$ cat src/rtl/lpc_rd_pkg.sv
package lpc_rd_pkg;

    localparam int ADDR_W    = 32;
    localparam int NIB_W     = 4;
    localparam int ADDR_NIBS = ADDR_W / NIB_W;
    localparam int BYTE_W    = 2 * NIB_W;

    localparam logic [NIB_W-1:0] NIB_START = 4'b0000;
    localparam logic [NIB_W-1:0] NIB_MEMRD = 4'b0100;
    localparam logic [NIB_W-1:0] NIB_TURN  = 4'b1111;
    localparam logic [NIB_W-1:0] NIB_READY = 4'b0000;

    typedef enum logic [3:0] {
        ST_IDLE,
        ST_START,
        ST_CTYPE,
        ST_ADDR,
        ST_TAR_H0,
        ST_TAR_H1,
        ST_SYNC,
        ST_DLO,
        ST_DHI,
        ST_TAR_R0,
        ST_TAR_R1,
        ST_ABORT
    } lpc_st_e;

    typedef struct packed {
        logic             frame_n;
        logic             oe;
        logic [NIB_W-1:0] lad;
    } lpc_bus_t;

    // Nibble idx of the address, counted from the most significant end.
    function automatic logic [NIB_W-1:0] addr_nibble(input logic [ADDR_W-1:0] a,
                                                     input int idx);
        return a[ADDR_W - NIB_W - NIB_W*idx +: NIB_W];
    endfunction

endpackage

$ cat src/rtl/lpc_rd_seq.sv
module lpc_rd_seq
    import lpc_rd_pkg::*;
#(
    parameter int WAIT_LIMIT = 16,
    parameter int ABORT_CLKS = 4,
    localparam int MAXC = (WAIT_LIMIT > ABORT_CLKS) ?
                          ((WAIT_LIMIT > ADDR_NIBS) ? WAIT_LIMIT : ADDR_NIBS) :
                          ((ABORT_CLKS > ADDR_NIBS) ? ABORT_CLKS : ADDR_NIBS),
    localparam int CW = $clog2(MAXC + 1)
) (
    input  logic              clk,
    input  logic              rst,
    input  logic              req,
    input  logic [ADDR_W-1:0] addr,
    input  logic [NIB_W-1:0]  lad_in,
    output lpc_st_e           st,
    output logic [CW-1:0]     cnt,
    output logic [ADDR_W-1:0] addr_q,
    output logic              done,
    output logic              err
);

    localparam logic [CW-1:0] LAST_NIB   = CW'(ADDR_NIBS - 1);
    localparam logic [CW-1:0] LAST_WAIT  = CW'(WAIT_LIMIT - 1);
    localparam logic [CW-1:0] LAST_ABORT = CW'(ABORT_CLKS - 1);

    always_ff @(posedge clk) begin
        if (rst) begin
            st     <= ST_IDLE;
            cnt    <= '0;
            addr_q <= '0;
            done   <= 1'b0;
            err    <= 1'b0;
        end else begin
            done <= 1'b0;
            err  <= 1'b0;
            case (st)
                ST_IDLE: begin
                    if (req) begin
                        addr_q <= addr;
                        st     <= ST_START;
                    end
                end
                ST_START:  st <= ST_CTYPE;
                ST_CTYPE: begin
                    st  <= ST_ADDR;
                    cnt <= '0;
                end
                ST_ADDR: begin
                    if (cnt == LAST_NIB) st <= ST_TAR_H0;
                    else                 cnt <= cnt + 1'b1;
                end
                ST_TAR_H0: st <= ST_TAR_H1;
                ST_TAR_H1: begin
                    st  <= ST_SYNC;
                    cnt <= '0;
                end
                ST_SYNC: begin
                    if (lad_in == NIB_READY) begin
                        st <= ST_DLO;
                    end else if (cnt == LAST_WAIT) begin
                        st  <= ST_ABORT;
                        err <= 1'b1;
                        cnt <= '0;
                    end else begin
                        cnt <= cnt + 1'b1;
                    end
                end
                ST_DLO: st <= ST_DHI;
                ST_DHI: begin
                    st   <= ST_TAR_R0;
                    done <= 1'b1;
                end
                ST_TAR_R0: st <= ST_TAR_R1;
                ST_TAR_R1: st <= ST_IDLE;
                ST_ABORT: begin
                    if (cnt == LAST_ABORT) st <= ST_IDLE;
                    else                   cnt <= cnt + 1'b1;
                end
                default: st <= ST_IDLE;
            endcase
        end
    end

endmodule

$ cat src/rtl/lpc_rd_drive.sv
module lpc_rd_drive
    import lpc_rd_pkg::*;
#(
    parameter int CW = 4
) (
    input  lpc_st_e           st,
    input  logic [CW-1:0]     cnt,
    input  logic [ADDR_W-1:0] addr_q,
    output lpc_bus_t          bus
);

    always_comb begin
        bus = '{frame_n: 1'b1, oe: 1'b0, lad: NIB_TURN};
        case (st)
            ST_START: begin
                bus.frame_n = 1'b0;
                bus.oe      = 1'b1;
                bus.lad     = NIB_START;
            end
            ST_CTYPE: begin
                bus.oe  = 1'b1;
                bus.lad = NIB_MEMRD;
            end
            ST_ADDR: begin
                bus.oe  = 1'b1;
                bus.lad = addr_nibble(addr_q, int'(cnt));
            end
            ST_TAR_H0, ST_TAR_R0: begin
                bus.oe  = 1'b1;
                bus.lad = NIB_TURN;
            end
            ST_ABORT: bus.frame_n = 1'b0;
            default: ;
        endcase
    end

endmodule

$ cat src/rtl/lpc_rd_capture.sv
module lpc_rd_capture
    import lpc_rd_pkg::*;
(
    input  logic              clk,
    input  logic              rst,
    input  lpc_st_e           st,
    input  logic [NIB_W-1:0]  lad_in,
    output logic [BYTE_W-1:0] data
);

    always_ff @(posedge clk) begin
        if (rst) begin
            data <= '0;
        end else if (st == ST_DLO) begin
            data[NIB_W-1:0] <= lad_in;
        end else if (st == ST_DHI) begin
            data[BYTE_W-1:NIB_W] <= lad_in;
        end
    end

endmodule

$ cat src/rtl/lpc_rd_init.sv
module lpc_rd_init
    import lpc_rd_pkg::*;
#(
    parameter int WAIT_LIMIT = 16,
    parameter int ABORT_CLKS = 4
) (
    input  logic        clk,
    input  logic        rst,
    input  logic        req_i,
    input  logic [31:0] addr_i,
    input  logic [3:0]  lad_i,
    output logic        frame_n_o,
    output logic [3:0]  lad_o,
    output logic        lad_oe_o,
    output logic [7:0]  data_o,
    output logic        done_o,
    output logic        err_o,
    output logic        busy_o
);

    localparam int MAXC = (WAIT_LIMIT > ABORT_CLKS) ?
                          ((WAIT_LIMIT > ADDR_NIBS) ? WAIT_LIMIT : ADDR_NIBS) :
                          ((ABORT_CLKS > ADDR_NIBS) ? ABORT_CLKS : ADDR_NIBS);
    localparam int CW = $clog2(MAXC + 1);

    lpc_st_e           st;
    logic [CW-1:0]     cnt;
    logic [ADDR_W-1:0] addr_q;
    lpc_bus_t          bus;

    lpc_rd_seq #(
        .WAIT_LIMIT (WAIT_LIMIT),
        .ABORT_CLKS (ABORT_CLKS)
    ) u_seq (
        .clk    (clk),
        .rst    (rst),
        .req    (req_i),
        .addr   (addr_i),
        .lad_in (lad_i),
        .st     (st),
        .cnt    (cnt),
        .addr_q (addr_q),
        .done   (done_o),
        .err    (err_o)
    );

    lpc_rd_drive #(
        .CW (CW)
    ) u_drive (
        .st     (st),
        .cnt    (cnt),
        .addr_q (addr_q),
        .bus    (bus)
    );

    lpc_rd_capture u_capture (
        .clk    (clk),
        .rst    (rst),
        .st     (st),
        .lad_in (lad_i),
        .data   (data_o)
    );

    assign frame_n_o = bus.frame_n;
    assign lad_oe_o  = bus.oe;
    assign lad_o     = bus.lad;
    assign busy_o    = (st != ST_IDLE);

endmodule

$ cat config.mk
export PLATFORM = sky130hd
export DESIGN_NAME = lpc_rd_init
export DESIGN_NICKNAME = d
export VERILOG_FILES = /design/src/rtl/lpc_rd_pkg.sv /design/src/rtl/lpc_rd_seq.sv /design/src/rtl/lpc_rd_drive.sv /design/src/rtl/lpc_rd_capture.sv /design/src/rtl/lpc_rd_init.sv
export SDC_FILE = /design/constraint.sdc
export NUM_CORES = 1
export LEC_CHECK = 0
export BUFFER_PORTS_ARGS = -buffer_cell sky130_fd_sc_hd__buf_2
export CORE_UTILIZATION = 50
export CTS_CLUSTER_DIAMETER = 200
export DETAILED_ROUTE_END_ITERATION = 12
export PLACE_DENSITY = 0.81
export SYNTH_ARGS = -nofsm -noshare
export SYNTH_HDL_FRONTEND = slang
export SYNTH_SLANG_ARGS = --single-unit
export TNS_END_PERCENT = 100
$ cat constraint.sdc
create_clock -name clk -period 2.37 [get_ports clk]
set_clock_uncertainty 0.05 [all_clocks]
set_input_delay 0.3555 -clock clk [delete_from_list [all_inputs] [get_ports clk]]
set_output_delay 0.3555 -clock clk [all_outputs]
set_load 0.02 [all_outputs]
---- Word-level counts from Yosys, hierarchy flattened ----
Index checks and enable logic that the tools add are counted.
word-level totals
  logic and storage cells ................. 59
  input bits .............................. 39
  bits in registers ....................... 51
operators by class
  bitwise gates (word level) .............. 2
  eq/ne operators ......................... 20
  add/sub/neg operators ................... 2
  shift operators ......................... 1
  reduce and logical (&&, ||, !) cells .... 12
  muxes and demuxes ....................... 15
operators with widths
  cell                                                                   number
  4-bit one-hot mux with 11 select lines                                 1
  5-bit one-hot mux with 4 select lines                                  2
  32-bit by 32-bit indexed part select with 4-bit output                 1
  4-bit two-way mux                                                      5
  5-bit two-way mux                                                      4
  4-bit by 3-bit equality test with 1-bit output, second input constant  4
  4-bit equality test, second input constant                             3
  2-bit != test, second input constant                                   6
  4-bit by 2-bit equality test with 1-bit output, second input constant  2
  4-bit zero test                                                        2
  4-bit AND reduction                                                    2
  4-bit nonzero test                                                     2
  5-bit by 7-bit subtractor with 8-bit output, first input constant      1
  2-bit OR reduction                                                     3
  5-bit by 1-bit adder with 5-bit output, second input constant          1
  5-bit by 2-bit equality test with 1-bit output, second input constant  1
  5-bit by 3-bit equality test with 1-bit output, second input constant  1
  5-bit by 4-bit equality test with 1-bit output, second input constant  1
  4-bit by 1-bit equality test with 1-bit output, second input constant  1
  2-bit AND reduction                                                    2
  1-bit two-way mux                                                      3
  3-bit by 1-bit != test with 1-bit output, second input constant        1
  3-bit OR reduction                                                     1
  1-bit NOT                                                              2

---- Logic depth before layout (Yosys ltp) ----
  word-level depth ........................ 4
  mapped depth ............................ 8

---- Hierarchy ----
From an unflattened synthesis, not the netlist that was laid out.
unflattened totals
  cells, all modules ...................... 321
  area, all modules ....................... 2715.1 sq um
modules (own cells, without submodules)
  module          times used  cells each  area each (sq um)  seq. area each (sq um)
  lpc_rd_seq      1           242         1940.6             860.8
  lpc_rd_drive    1           45          405.4              0.0
  lpc_rd_capture  1           33          361.6              160.2
  lpc_rd_init     1           1           7.5                0.0

---- Worst setup path before layout ----
No wires, ideal clock.
  path kind ............................... reg2out
  from .................................... reg u_seq.cnt[0]
  to ...................................... out lad_o[0]
  arrival time ............................ 1.471 ns
  path buffers ............................ 1
  cell stages (with the launch flop) ...... 5
  path slack .............................. 0.493 ns
  path through ............................ dfxtp_1 > buf_2 > mux4_2 > mux2i_1 > o21ai_0
between the ends
  cells in the longest elaborated chain, start to end .. 3
RTL lines
  item                                                    line                text
  start: declaration                                      lpc_rd_seq.sv:17    output logic [CW-1:0] cnt,
  start signal: assignment                                lpc_rd_seq.sv:51    else cnt <= cnt + 1'b1;
  start signal: assignment                                lpc_rd_seq.sv:66    cnt <= cnt + 1'b1;
  start signal: assignment                                lpc_rd_seq.sv:78    else cnt <= cnt + 1'b1;
  5-bit by 7-bit subtractor with 8-bit output             lpc_rd_pkg.sv:37    return a[ADDR_W - NIB_W - NIB_W*idx +: NIB_W];
  32-bit by 32-bit indexed part select with 4-bit output  lpc_rd_pkg.sv:37
  5-bit one-hot mux with 4 select lines                   lpc_rd_drive.sv:14  case (st)
  end: declaration                                        lpc_rd_init.sv:13   output logic [3:0] lad_o,
Every way passes these cells.

---- Worst setup path after layout ----
Ends and elaborated chain as after synthesis.

==> impl_metrics.py <==
metrics = {
    "routing": {
        "drt-pass1-iter-count": 4,
        "via_per_inst": 5.40,
        "wl_per_cell_um": 13.3,
        "drc_errors": 0,
        "routed_wl_mm": 5.36,
        "postRouteAntennaNets": 0,
        "vias": 2171,
        "drt-initial-drc-count": 108,
    },
    "die": {
        "core-area_um2": 4750,
        "rows": 25,
        "dieArea_um2": 5240,
        "ios": 56,
        "start_util_pct": 52.1,
        "die_h_um": 72.4,
        "dieWidth_um": 72.4,
    },
    "yosys": {
        "synth-main-ff-cell": "dfxtp_1",
        "yosysWarnings": 0,
        "ys_async_sr_fraction_pct": 0,
        "synth_cell_type_count": 44,
        "syn_avg_cell_area_um2": 8.60,
        "syn_area_um2": 2480,
        "synthesis.instances": 288,
        "syn_nets": 330,
        "synth_edf_count": 0,
        "ys_seq_elements": 51,
        "seq_area_frac_synth_pct": 41.2,
    },
    "global_routing": {
        "grtUsageTotal_pct": 21.8,
        "overflow": 0,
        "grt_pass1_vias": 1999,
        "antenna_found_initial": 0,
        "grt_first_pass_wirelength_mm": 8.93,
        "grt_max_degree": 39,
    },
    "timing": {
        "slew_violations": 0,
        "fin_tns_setup_ps": 0,
        "hold_violations": 0,
        "fmax_ghz": 0.447,
        "worstMarginPinSlew_ps": 687,
        "setup-violations-final": 0,
        "rsz0062_at_grt": "false",
        "period_share_pct": 94.3,
        "relSlewSlack_pct": 54.2,
        "period_needed_ps": 2240,
    },
    "job": {
        "cap_violations": 0,
    },
    "placement": {
        "gp_congestion": 0.845,
        "io_buffer_count": 55,
        "dpl_cell_area_um2": 2770,
        "dpl.hpwl_mm": 3.89,
    },
    "min_path": {
        "hold_class": "in -> reg",
    },
    "clock_network": {
        "cts_sinks": 51,
        "clock_path_buffers": 2,
        "cts_buffers": 5,
        "clkLatencyLatePin_ps": 300,
        "cts_tree": "done",
        "cts_resized": 0,
        "htree_levels": 2,
        "cts_setup_buffers": 0,
        "cts_hold_buf": 0,
        "path_clk_slew_ps": 90,
        "cts_root_buffer": "clkbuf_8",
    },
    "setup_path": {
        "crit_path_start": "u_seq.cnt[0]$_SDFFE_PP0P_",
        "r2r_end": "u_seq.cnt[2]$_SDFFE_PP0P_",
        "arrival_ps": 1830,
        "cp_max_fo": 8,
        "critPathCaptureType": "output port",
        "regToRegStartpoint": "u_seq.cnt[0]$_SDFFE_PP0P_",
        "r2r_setup_slack_ps": 340,
        "cp.required_ps": 1960,
        "path_class": "reg -> out",
        "startpoint_type": "flop",
        "reg2reg_depth": 9,
        "critical_path.endpoint": "lad_o[0]",
    },
    "power": {
        "p_leak_uw": 0.00121,
        "ir_drop_mv": 0.306,
        "powerDensity_nw_per_um2": 716,
    },
    "finish": {
        "synthToLayoutAreaGrowth_pct": 16.4,
        "final_util_pct": 60.7,
        "design_area_um2": 2880,
        "fill_cells": 444,
        "drive_gt1_share_pct": 26.6,
        "diodes": 0,
        "nets": 376,
    },
    "run_status": {
        "status": "completed",
    },
}
==> area by class of cell <==
type / instances / area, µm² / area share, %
multi-input combinational: 207 / 1310 / 45.3
sequential: 51 / 1020 / 35.4
timing repair buffer: 62 / 328 / 11.4
tap: 67 / 83.8 / 2.91
clock buffer: 6 / 82.6 / 2.86
clock inverter: 2 / 35.0 / 1.21
inverter: 7 / 26.3 / 0.911
==> cells in the mapped netlist, drive strengths merged (2+ instances only) <==
cell type,count,area share [%]
nand3,5,1.0
a211oi,4,1.6
clkbuf,13,2.0
nand2,72,11
nor3,3,0.61
a21o,2,0.61
o21ai,7,1.4
mux4,8,7.3
dfxtp,51,41
inv,7,1.1
and3,2,0.50
o31ai,2,0.61
a21oi,37,7.5
buf,10,3.0
or3,3,0.76
a311oi,3,1.1
nand4,2,0.50
o32ai,3,1.4
and4bb,2,1.0
mux2i,13,5.3
ha,3,1.5
nor2,17,2.7
nor2b,5,1.3
==> through the flow <==
stage                     total power (µW)  hold WS (ps)  setup slack [ps]  std cells
after floorplan                       1320           383               493        288
after global placement                1450           391               477        394
after detailed placement              1470           397               353        394
after CTS                             2080           231               126        402
after global routing                  2170           235              45.9        402
final                                 2060           232               134        402
==> report_power, final <==
| part | switching, µW | internal [µW] |
|---|---|---|
| sequential | 53.5 | 919 |
| combinational | 271 | 204 |
| clock | 274 | 342 |
==> worst min path at each step <==
stage          depth (start not counted)                       endpoint                     startpoint  slack, ps
2_1_floorplan                          2  u_seq.addr_q[20]$_SDFFE_PP0P_  u_seq.addr_q[20]$_SDFFE_PP0P_        380
3_3_place_gp                           2  u_seq.addr_q[14]$_SDFFE_PP0P_  u_seq.addr_q[14]$_SDFFE_PP0P_        390
3_5_place_dp                           2  u_seq.addr_q[10]$_SDFFE_PP0P_  u_seq.addr_q[10]$_SDFFE_PP0P_        400
4_1_cts                                3  u_seq.addr_q[26]$_SDFFE_PP0P_                     addr_i[26]        230
5_1_grt                                3  u_seq.addr_q[30]$_SDFFE_PP0P_                     addr_i[30]        240
6_report                               3   u_seq.addr_q[9]$_SDFFE_PP0P_                      addr_i[9]        230
==> logic make-up (layout without fill, tap and decap cells) <==
kind of cell    Yosys count  in the layout  share of synthesized area (%)
compound gates           63             63                           16.1
xor+xnor                  2              2                          0.707
fa+ha+maj                 3              3                           1.52
buf+inv                  30             77                           6.01
flops                    51             51                           41.2
mux                      21             21                           12.5
simple gates            118            118                           21.9
==> flip-flops by register name, summed over array words and instances (netlist names) <==
register        flops
u_seq.cnt           5
u_seq.err           1
u_capture.data      8
u_seq.st            4
u_seq.done          1
u_seq.addr_q       32
==> worst max-delay path, stage by stage (launching register included) <==
cell     delay [ps]
dfxtp_1         350
buf_4           180
mux4_2          540
mux2i_1         170
o21ai_0         110
buf_2           180
==> layout by cell type (no fill, tap or decap), drive strengths merged, types with 3 or more instances in the layout <==
master | synthesis | layout
a211oi | 4 | 4
a21oi | 37 | 37
a311oi | 3 | 3
buf | 10 | 62
clkbuf | 13 | 6
dfxtp | 51 | 51
ha | 3 | 3
inv | 7 | 7
mux2i | 13 | 13
mux4 | 8 | 8
nand2 | 72 | 72
nand3 | 5 | 5
nor2 | 17 | 17
nor2b | 5 | 5
nor3 | 3 | 3
o21ai | 7 | 7
o32ai | 3 | 3
or3 | 3 | 3
==> layer usage <==
metal / track usage (%) / share of wire [%]
met1: 29.6 / 46
met2: 35.8 / 48
met3: 4.03 / 4.4
met4: 5.88 / 1.2
met5: 0 / 0
Note: power is estimated with default switching activity, not from simulation.
